--- src/rtl/cdr_lock_arb_pkg.sv ---
package cdr_lock_arb_pkg;

  // Clock source chosen for the recovery loop
  typedef enum logic {
    SEL_REF  = 1'b0,
    SEL_DATA = 1'b1
  } lock_sel_e;

  // Qualifier bundle evaluated on each strobe
  typedef struct packed {
    logic level;
    logic range;
    logic dens;
  } qual_t;

  function automatic int unsigned run_width(input int unsigned limit);
    return $clog2(limit + 1);
  endfunction

endpackage

--- src/rtl/cdr_ctrl_sync.sv ---
module cdr_ctrl_sync #(
  parameter int unsigned WIDTH   = 2,
  parameter int unsigned STAGES  = 2,
  parameter logic [WIDTH-1:0] RST_VAL = '0
) (
  input  logic             clk,
  input  logic             rst_n,
  input  logic [WIDTH-1:0] din,
  output logic [WIDTH-1:0] dout
);

  logic [WIDTH-1:0] stage_q [STAGES];

  generate
    for (genvar s = 0; s < STAGES; s++) begin : g_stage
      if (s == 0) begin : g_first
        always_ff @(posedge clk or negedge rst_n) begin
          if (!rst_n) stage_q[0] <= RST_VAL;
          else        stage_q[0] <= din;
        end
      end else begin : g_next
        always_ff @(posedge clk or negedge rst_n) begin
          if (!rst_n) stage_q[s] <= RST_VAL;
          else        stage_q[s] <= stage_q[s-1];
        end
      end
    end
  endgenerate

  assign dout = stage_q[STAGES-1];

endmodule

--- src/rtl/cdr_density_mon.sv ---
module cdr_density_mon
  import cdr_lock_arb_pkg::*;
#(
  parameter int unsigned RUN_LIMIT = 60,
  localparam int unsigned RUN_W    = run_width(RUN_LIMIT)
) (
  input  logic             clk,
  input  logic             rst_n,
  input  logic             bit_valid,
  input  logic             bit_data,
  output logic             ok_nxt,
  output logic [RUN_W-1:0] run_len
);

  localparam logic [RUN_W-1:0] LIMIT_V = RUN_W'(RUN_LIMIT);
  localparam logic [RUN_W-1:0] ONE_V   = RUN_W'(1);

  logic             have_prev_q;
  logic             prev_bit_q;
  logic [RUN_W-1:0] run_q;
  logic             ok_q;
  logic             edge_seen;
  logic [RUN_W-1:0] run_d;
  logic             ok_d;

  assign edge_seen = have_prev_q && (bit_data != prev_bit_q);

  always_comb begin
    run_d = run_q;
    if (bit_valid) begin
      if (!have_prev_q || edge_seen) run_d = ONE_V;
      else if (run_q < LIMIT_V)      run_d = run_q + ONE_V;
    end
  end

  always_comb begin
    ok_d = ok_q;
    if (bit_valid) begin
      if (edge_seen)             ok_d = 1'b1;
      else if (run_d >= LIMIT_V) ok_d = 1'b0;
    end
  end

  always_ff @(posedge clk or negedge rst_n) begin
    if (!rst_n) begin
      have_prev_q <= 1'b0;
      prev_bit_q  <= 1'b0;
      run_q       <= '0;
      ok_q        <= 1'b0;
    end else if (bit_valid) begin
      have_prev_q <= 1'b1;
      prev_bit_q  <= bit_data;
      run_q       <= run_d;
      ok_q        <= ok_d;
    end
  end

  assign ok_nxt  = ok_d;
  assign run_len = run_q;

endmodule

--- src/rtl/cdr_lock_decide.sv ---
module cdr_lock_decide
  import cdr_lock_arb_pkg::*;
(
  input  logic      clk,
  input  logic      rst_n,
  input  logic      strobe,
  input  qual_t     qual,
  input  logic      det_en_s,
  input  logic      use_data_s,
  output lock_sel_e sel
);

  lock_sel_e sel_q;
  logic      want_data;

  always_comb begin
    want_data = use_data_s && qual.range;
    if (det_en_s) want_data = want_data && qual.level && qual.dens;
  end

  always_ff @(posedge clk or negedge rst_n) begin
    if (!rst_n)      sel_q <= SEL_REF;
    else if (strobe) sel_q <= want_data ? SEL_DATA : SEL_REF;
  end

  assign sel = sel_q;

endmodule

--- src/rtl/cdr_lock_arb.sv ---
module cdr_lock_arb
  import cdr_lock_arb_pkg::*;
#(
  parameter int unsigned RUN_LIMIT   = 60,
  parameter int unsigned SYNC_STAGES = 2,
  localparam int unsigned RUN_W      = run_width(RUN_LIMIT)
) (
  input  logic clk,
  input  logic rst_n,
  input  logic bit_valid,
  input  logic bit_data,
  input  logic level_ok,
  input  logic range_ok,
  input  logic det_en,
  input  logic use_data,
  output logic track_data,
  output logic link_fault_n
);

  logic [1:0]       ctl_s;
  logic             det_en_s;
  logic             use_data_s;
  logic             dens_ok;
  logic [RUN_W-1:0] run_len;
  qual_t            qual;
  lock_sel_e        sel;

  cdr_ctrl_sync #(.WIDTH(2), .STAGES(SYNC_STAGES), .RST_VAL(2'b00)) u_sync (
    .clk  (clk),
    .rst_n(rst_n),
    .din  ({use_data, det_en}),
    .dout (ctl_s)
  );

  assign det_en_s   = ctl_s[0];
  assign use_data_s = ctl_s[1];

  cdr_density_mon #(.RUN_LIMIT(RUN_LIMIT)) u_dens (
    .clk      (clk),
    .rst_n    (rst_n),
    .bit_valid(bit_valid),
    .bit_data (bit_data),
    .ok_nxt   (dens_ok),
    .run_len  (run_len)
  );

  assign qual.level = level_ok;
  assign qual.range = range_ok;
  assign qual.dens  = dens_ok;

  cdr_lock_decide u_dec (
    .clk       (clk),
    .rst_n     (rst_n),
    .strobe    (bit_valid),
    .qual      (qual),
    .det_en_s  (det_en_s),
    .use_data_s(use_data_s),
    .sel       (sel)
  );

  assign track_data   = (sel == SEL_DATA);
  assign link_fault_n = (sel == SEL_DATA);

endmodule

--- config.mk ---
export PLATFORM = sky130hd
export DESIGN_NAME = cdr_lock_arb
export DESIGN_NICKNAME = d
export VERILOG_FILES = /design/src/rtl/cdr_lock_arb_pkg.sv /design/src/rtl/cdr_ctrl_sync.sv /design/src/rtl/cdr_density_mon.sv /design/src/rtl/cdr_lock_decide.sv /design/src/rtl/cdr_lock_arb.sv
export SDC_FILE = /design/constraint.sdc
export NUM_CORES = 1
export LEC_CHECK = 0
export BUFFER_PORTS_ARGS = -buffer_cell sky130_fd_sc_hd__buf_2
export CAP_MARGIN = 25
export CORE_MARGIN = 1
export CORE_UTILIZATION = 48
export CTS_BUF_LIST = sky130_fd_sc_hd__clkbuf_16
export CTS_CLUSTER_DIAMETER = 80
export DETAILED_ROUTE_END_ITERATION = 12
export PLACE_DENSITY = 0.71
export SLEW_MARGIN = 20
export SYNTH_ARGS = -nofsm -noshare
export SYNTH_HDL_FRONTEND = slang
export SYNTH_SLANG_ARGS = --single-unit
--- constraint.sdc ---
create_clock -name clk -period 1.4 [get_ports clk]
set_input_delay 0.07 -clock clk [delete_from_list [all_inputs] [get_ports clk]]
set_output_delay 0.07 -clock clk [all_outputs]
set_load 0.02 [all_outputs]
## Yosys cells after proc, flatten, opt, wreduce, memory -nomap -nowiden

Index checks and enable logic that the tools add are counted.

| cells by class | value |
|---|---|
| add/sub/neg operators | 1 |
| order comparisons | 2 |
| equality and inequality tests | 1 |
| mux-type cells | 8 |
| reductions and logical operators | 6 |

Operator list:

| kind | number |
|---|---|
| 6-bit two-way mux | 3 |
| 6-bit by 1-bit adder with 6-bit output (second input constant) | 1 |
| 6-bit >= comparator (second input constant) | 1 |
| 6-bit < comparator (second input constant) | 1 |
| 1-bit two-way mux | 5 |
| 1-bit logical AND | 4 |
| 1-bit logical NOT | 1 |
| 1-bit logical OR | 1 |
| 1-bit inequality test | 1 |

| word-level totals | value |
|---|---|
| flip-flop bits (word level) | 14 |
| bits of input ports | 8 |
| output and inout bits | 2 |
| logic and storage cells | 25 |

## Longest topological paths before layout

| logic depth | value |
|---|---|
| word-level depth | 12 |
| gate-level depth with buffers | 6 |
| depth with buffers taken out | 5 |

## Hierarchy

A second synthesis with hierarchy kept.

| second synthesis, totals | value |
|---|---|
| cells, all modules | 61 |
| area, all modules | 653.1 um^2 |

Modules (own cells, without submodules):

| module | times used | cells an instance | area an instance (um^2) | sequential area each (um^2) |
|---|---|---|---|---|
| cdr_density_mon | 1 | 49 | 483.0 | 225.2 |
| cdr_ctrl_sync | 1 | 6 | 115.1 | 100.1 |
| cdr_lock_decide | 1 | 5 | 47.5 | 25.0 |
| cdr_lock_arb | 1 | 1 | 7.5 | 0.0 |

## Worst setup path before layout

Ideal clock, no wire load.

| timing | value |
|---|---|
| kind | reg-to-reg |
| from | reg u_dens.run_q[0], in the netlist u_dens.run_len[0] |
| to | reg u_dec.sel_q, in the netlist u_dec.sel |
| data arrival time | 1316 ps |
| data required time | 1266 ps |
| setup slack | -50 ps |
| stages on the path, launching flop included | 6 |
| path buffers | 0 |
| clock period less this slack | 1450 ps |
| cells stage by stage | dfrtp_1 -> ha_1 -> a31oi_1 -> a41o_1 -> a211oi_1 -> a21oi_1 |

| between the ends | value |
|---|---|
| longest elaborated chain between the ends | 11 |
| elaborated cells between the ends (all ways) | 12 |
| those cells by class | 1 x add/sub; 2 x order compare; 8 x mux; 1 x reduce/logical |

Ends and longest elaborated chain:

| item | RTL line | text |
|---|---|---|
| start, declared | cdr_density_mon.sv:20 | `logic [RUN_W-1:0] run_q;` |
| start signal, assigned | cdr_density_mon.sv:53 | `run_q <= run_d;` |
| 6-bit by 1-bit adder with 6-bit output or 6-bit < comparator (tied branches) | cdr_density_mon.sv:32 | `else if (run_q < LIMIT_V) run_d = run_q + ONE_V;` |
| 6-bit two-way mux | cdr_density_mon.sv:32 |  |
| 6-bit two-way mux | cdr_density_mon.sv:31 | `if (!have_prev_q \|\| edge_seen) run_d = ONE_V;` |
| 6-bit two-way mux * | cdr_density_mon.sv:30 | `if (bit_valid) begin` |
| 6-bit >= comparator * | cdr_density_mon.sv:40 | `else if (run_d >= LIMIT_V) ok_d = 1'b0;` |
| 1-bit two-way mux * | cdr_density_mon.sv:40 |  |
| 1-bit two-way mux * | cdr_density_mon.sv:39 | `if (edge_seen) ok_d = 1'b1;` |
| 1-bit two-way mux * | cdr_density_mon.sv:38 | `if (bit_valid) begin` |
| 1-bit logical AND * | cdr_lock_decide.sv:18 | `if (det_en_s) want_data = want_data && qual.level && qual.dens;` |
| 1-bit two-way mux * | cdr_lock_decide.sv:18 |  |
| 1-bit two-way mux * | cdr_lock_decide.sv:23 | `else if (strobe) sel_q <= want_data ? SEL_DATA : SEL_REF;` |
| end signal, assigned | cdr_lock_decide.sv:23 |  |
| end, declared | cdr_lock_decide.sv:13 | `lock_sel_e sel_q;` |

Every way passes the cells marked *; elsewhere a longest branch is shown, timed or not.
A chain may end at the register's enable or synchronous reset.

## Final worst setup path

| timing | value |
|---|---|
| from | reg u_dens.run_q[4], in the netlist u_dens.run_len[4] |
| to | reg u_dec.sel_q, in the netlist u_dec.sel |

The elaborated chain is that of the path after synthesis.

==> reports/results.env <==
CP_MAX_FO=5
DETAILROUTE.WIRELENGTH.MET2_UM=789
CLOCK_TREE.ROOT_CELL='sky130_fd_sc_hd__clkbuf_16'
POWER.LEAKAGE_nW=0.383
SYNTH_TOP_CELL_AREA_SHARE=0.492
WIRELENGTH_MM=1.58
POSTSYNTH.TOPFLOPCELL='sky130_fd_sc_hd__dfrtp_1'
DIE_HEIGHT_UM=40.5
HOLD_WS_PS=84.0
PWR-SHARE-COMB=0.242
FINAL_MIN_PERIOD_OVER_CLOCK_PERIOD=1.01
CLOCK_PIN_TRANSITION_ON_THE_WORST_SETUP_AND_HOLD_TIMING_PATHS_PS=50
PLACE_HPWL_UM=967
TRITONCTS='yes'
PLACEABLECOREAREA_UM2=1330
DRV_CAP=0
CLOCK_SKEW_PS=3.77
CTS_NUM_SINKS=14
SYN_NETS=74
ROUTED.TOP_LAYER='met4'
FIRST_GLOBAL_VIAS=494
VIAS_PER_CELL=6.37
REMAINING_DRC_ERRORS=0
P_SW_FRAC=0.295
SYN-CELL-AREA_UM2=712
CRITICAL-PATH-SLOWEST-CELL='sky130_fd_sc_hd__dfrtp_1'
GLOBAL_ROUTE.OVERFLOW_TOTAL=0
IO_PINS=10
GRT_FIRST_PASS_WIRELENGTH_MM=2.22
SETUP_VIOL_COUNT_FINAL=1
CTSLONGESTPATHBUFFERS=2
GR-USAGE-ALL-LAYERS=0.230
SYN_INST=65
START_UTIL=0.534
STATUS='complete, but fails checks'
CRITPATHMAXSTAGEDELAY_PS=450
SYN_TO_FINAL_GROWTH_PCT=27.1
HOLD_PATH_CLASS='primary input to flop'
SYNTH_TOP_AREA_CELL='sky130_fd_sc_hd__dfrtp_1'
VDD.IR_DROP.WORST_V=0.000983
DRT-PASS1-ITER-COUNT=4
NNETSFINAL=89
P_SW_mW=0.427
YOSYSUNIQUECELLTYPES=35
CPLARGESTDELAYFAMILY='compound AO/OA/AOI/OAI gates'
DETAILROUTE.WIRELENGTH.MET3_UM=117
WORSTSETUPENDPOINTTYPE='flop'
YS_TOP_CELLS_BY_AREA='sky130_fd_sc_hd__dfrtp_1 49%, sky130_fd_sc_hd__a31oi_1 3.5%, sky130_fd_sc_hd__buf_6 3.2%'
HTREEDEPTH=1
P_INT_mW=1.02
VIAS=592
UNREPAIRED_SETUP_ENDPOINTS_AFTER_GLOBAL_ROUTING='true'
SEQ_POWER_SHARE=0.388
PINS_OVER_SLEW_LIMIT=0
ACHIEVABLE_FREQ_MHz=709
POWER-PER-CELL-AREA_nW_PER_UM2=1600
SYNTH-SEQ-CELLS=14
YS.WARNINGS.COUNT=0
WORSTSETUPPATHTYPE='flop to flop'
TIMING.CRITICAL_PATH.CELLS='nor2b_2 -> a41o_1 -> a211oi_2 -> a21oi_1'
PLACEMENT_ROWS=13
POST-ROUTE-WORST-SETUP-SLACK_PS=-10.3
DESIGN.DIE.AREA_UM2=1640
WORST_SETUP_PATH_START_KIND='flop'
CTS_INSERTED_BUFFERS=3
POST_ROUTE_CELLS_DRIVE_ABOVE_1_SHARE=0.359
WL_MET1_UM=634
TIGHTESTPINTRANSITION_PS=323
AVGROUTEDWIREPERCELL_UM=17.0
PIN_COUNT_OF_THE_BIGGEST_NET_ENTERING_GLOBAL_ROUTING=15
DETAIL_ROUTE.ITER0.VIOLATIONS=18
FINALHOLDVIOLCOUNT=0
FINALWORSTPATHREQUIREDPERIOD_PS=1410
ANTENNA_VIOLATING_NETS_LEFT=0
FINAL.FILL_COUNT=97
FIN_UTIL=0.678
SYNTH.AVG_CELL_AREA_UM2=11.0
REPORT.POWER.TOTAL_mW=1.45
BUFFER_PORTS.INSERTED=9
POST_ROUTE_CELL_AREA_UM2=905
SYNTH_EDF_COUNT=0
GP_ROUTABILITY_CONGESTION=0.822
CLOCK_LATENCY_PS=240
PWR-SHARE-CLK=0.370
POSTPLACECELLAREA_UM2=769
SYNTH_SEQ_AREA_SHARE=0.492
POSTSYNTH.ASYNCRESETSHARE=1.00
CP_DATA_ARRIVAL_TIME_PS=1530
CRITPATHBUFINV=0
WORSTPATHREQUIRED_PS=1520
DIE_W_UM=40.5
FAILED_CHECKS='negative setup slack'
NUM_ANTENNA_CELLS=0
ANTENNA_FOUND_INITIAL=0
MAX_SLEW_MARGIN=0.785
[final timing paths]
kind	cells past startpoint	slack (ps)	from	endpoint
setup reg to reg	4	-10	u_dens.run_len[4]$_DFFE_PN0P_	u_dec.sel$_DFFE_PN0P_
hold reg to reg	0	350	u_sync.stage_q[3]$_DFF_PN0_	u_sync.dout[1]$_DFF_PN0_
max in group asynchronous	2	890	rst_n	u_dens.run_len[3]$_DFFE_PN0P_
min in group asynchronous	2	250	rst_n	u_dens.run_len[4]$_DFFE_PN0P_
hold / removal	2	80	bit_data	u_dens.prev_bit_q$_DFFE_PN0P_
setup / recovery	4	-10	u_dens.run_len[4]$_DFFE_PN0P_	u_dec.sel$_DFFE_PN0P_
[area by class of cell]
type / instances / area [um^2] / share of cell area
clock buffers: 3 / 75.1 / 0.0830
inverters: 3 / 11.3 / 0.0124
multi-input cells: 43 / 349 / 0.386
flip-flops and latches: 14 / 353 / 0.390
well taps: 15 / 18.8 / 0.0207
repair buffers: 15 / 97.6 / 0.108
[sequential cells by signal (all words and copies together), names as in the netlist, named ones only]
name,count
u_dec.sel,1
u_dens.have_prev_q,1
u_dens.ok_q,1
u_dens.prev_bit_q,1
u_dens.run_len,5
u_sync.dout,2
u_sync.stage_q,2
[synth_stat cells, types with 2 or more instances]
| cell type | count |
|---|---|
| sky130_fd_sc_hd__and3_1 | 2 |
| sky130_fd_sc_hd__nor2_1 | 4 |
| sky130_fd_sc_hd__a211oi_1 | 2 |
| sky130_fd_sc_hd__inv_1 | 3 |
| sky130_fd_sc_hd__a31oi_1 | 4 |
| sky130_fd_sc_hd__buf_6 | 2 |
| sky130_fd_sc_hd__dfrtp_1 | 14 |
| sky130_fd_sc_hd__xnor2_1 | 2 |
| sky130_fd_sc_hd__nand4_1 | 2 |
| sky130_fd_sc_hd__buf_4 | 2 |
| sky130_fd_sc_hd__a41oi_1 | 2 |
| sky130_fd_sc_hd__a21oi_1 | 3 |
[metrics by stage]
step	worst slack, ps	std cells	setup TNS (ps)
5_1_grt	-51.3	93	-80.5
2_1_floorplan	33.1	65	0
6_report	-10.3	93	-10.3
4_1_cts	32.9	93	0
3_3_place_gp	59.3	87	0
3_5_place_dp	-30.9	87	-44.0
[layout by cell type, fill, tap and decap left out, drive strengths merged, types with 2 or more instances in the layout]
cell and instances:
nor2b 2, a211oi 2, a21oi 3, o21ai 2, buf 12, dlygate4sd3 3
and3 2, a31oi 4, xnor2 2, clkbuf 3, inv 3, nand4 2
nor2 4, a311oi 2, dfrtp 14, a21boi 2, a41oi 2
[logic make-up after synthesis]
group	synth area share
AOI/OAI and AO/OA	0.197
buffers and inverters	0.0738
DFF	0.492
and+or+nand+nor	0.165
adders and majority gates	0.0176
muxes	0.0299
xor gates and xnor gates	0.0246
[per-layer routing]
layer	global-route usage	up-vias
met1	0.255	290
met2	0.353	29
li1	-	269
met5	0	-
met4	0.158	0
met3	0.0944	4
[repair_timing]
action                     in CTS  in global routing
hold buffers                    3                  0
setup endpoints to repair       2                  3
buffers inserted                0                  0
resized for setup               1                  6
pin swaps                       0                  4
hold endpoints to repair       16                  0
[power groups by stage]
| stage | clock network, mW | logic [mW] | registers (mW) |
|---|---|---|---|
| floorplan | 0 | 0.275 | 0.521 |
| global placement | 0 | 0.310 | 0.541 |
| detailed placement | 0 | 0.321 | 0.550 |
| CTS | 0.538 | 0.334 | 0.545 |
| global route | 0.558 | 0.390 | 0.570 |
| finish | 0.536 | 0.350 | 0.562 |
(Power assumes the default switching activity.)
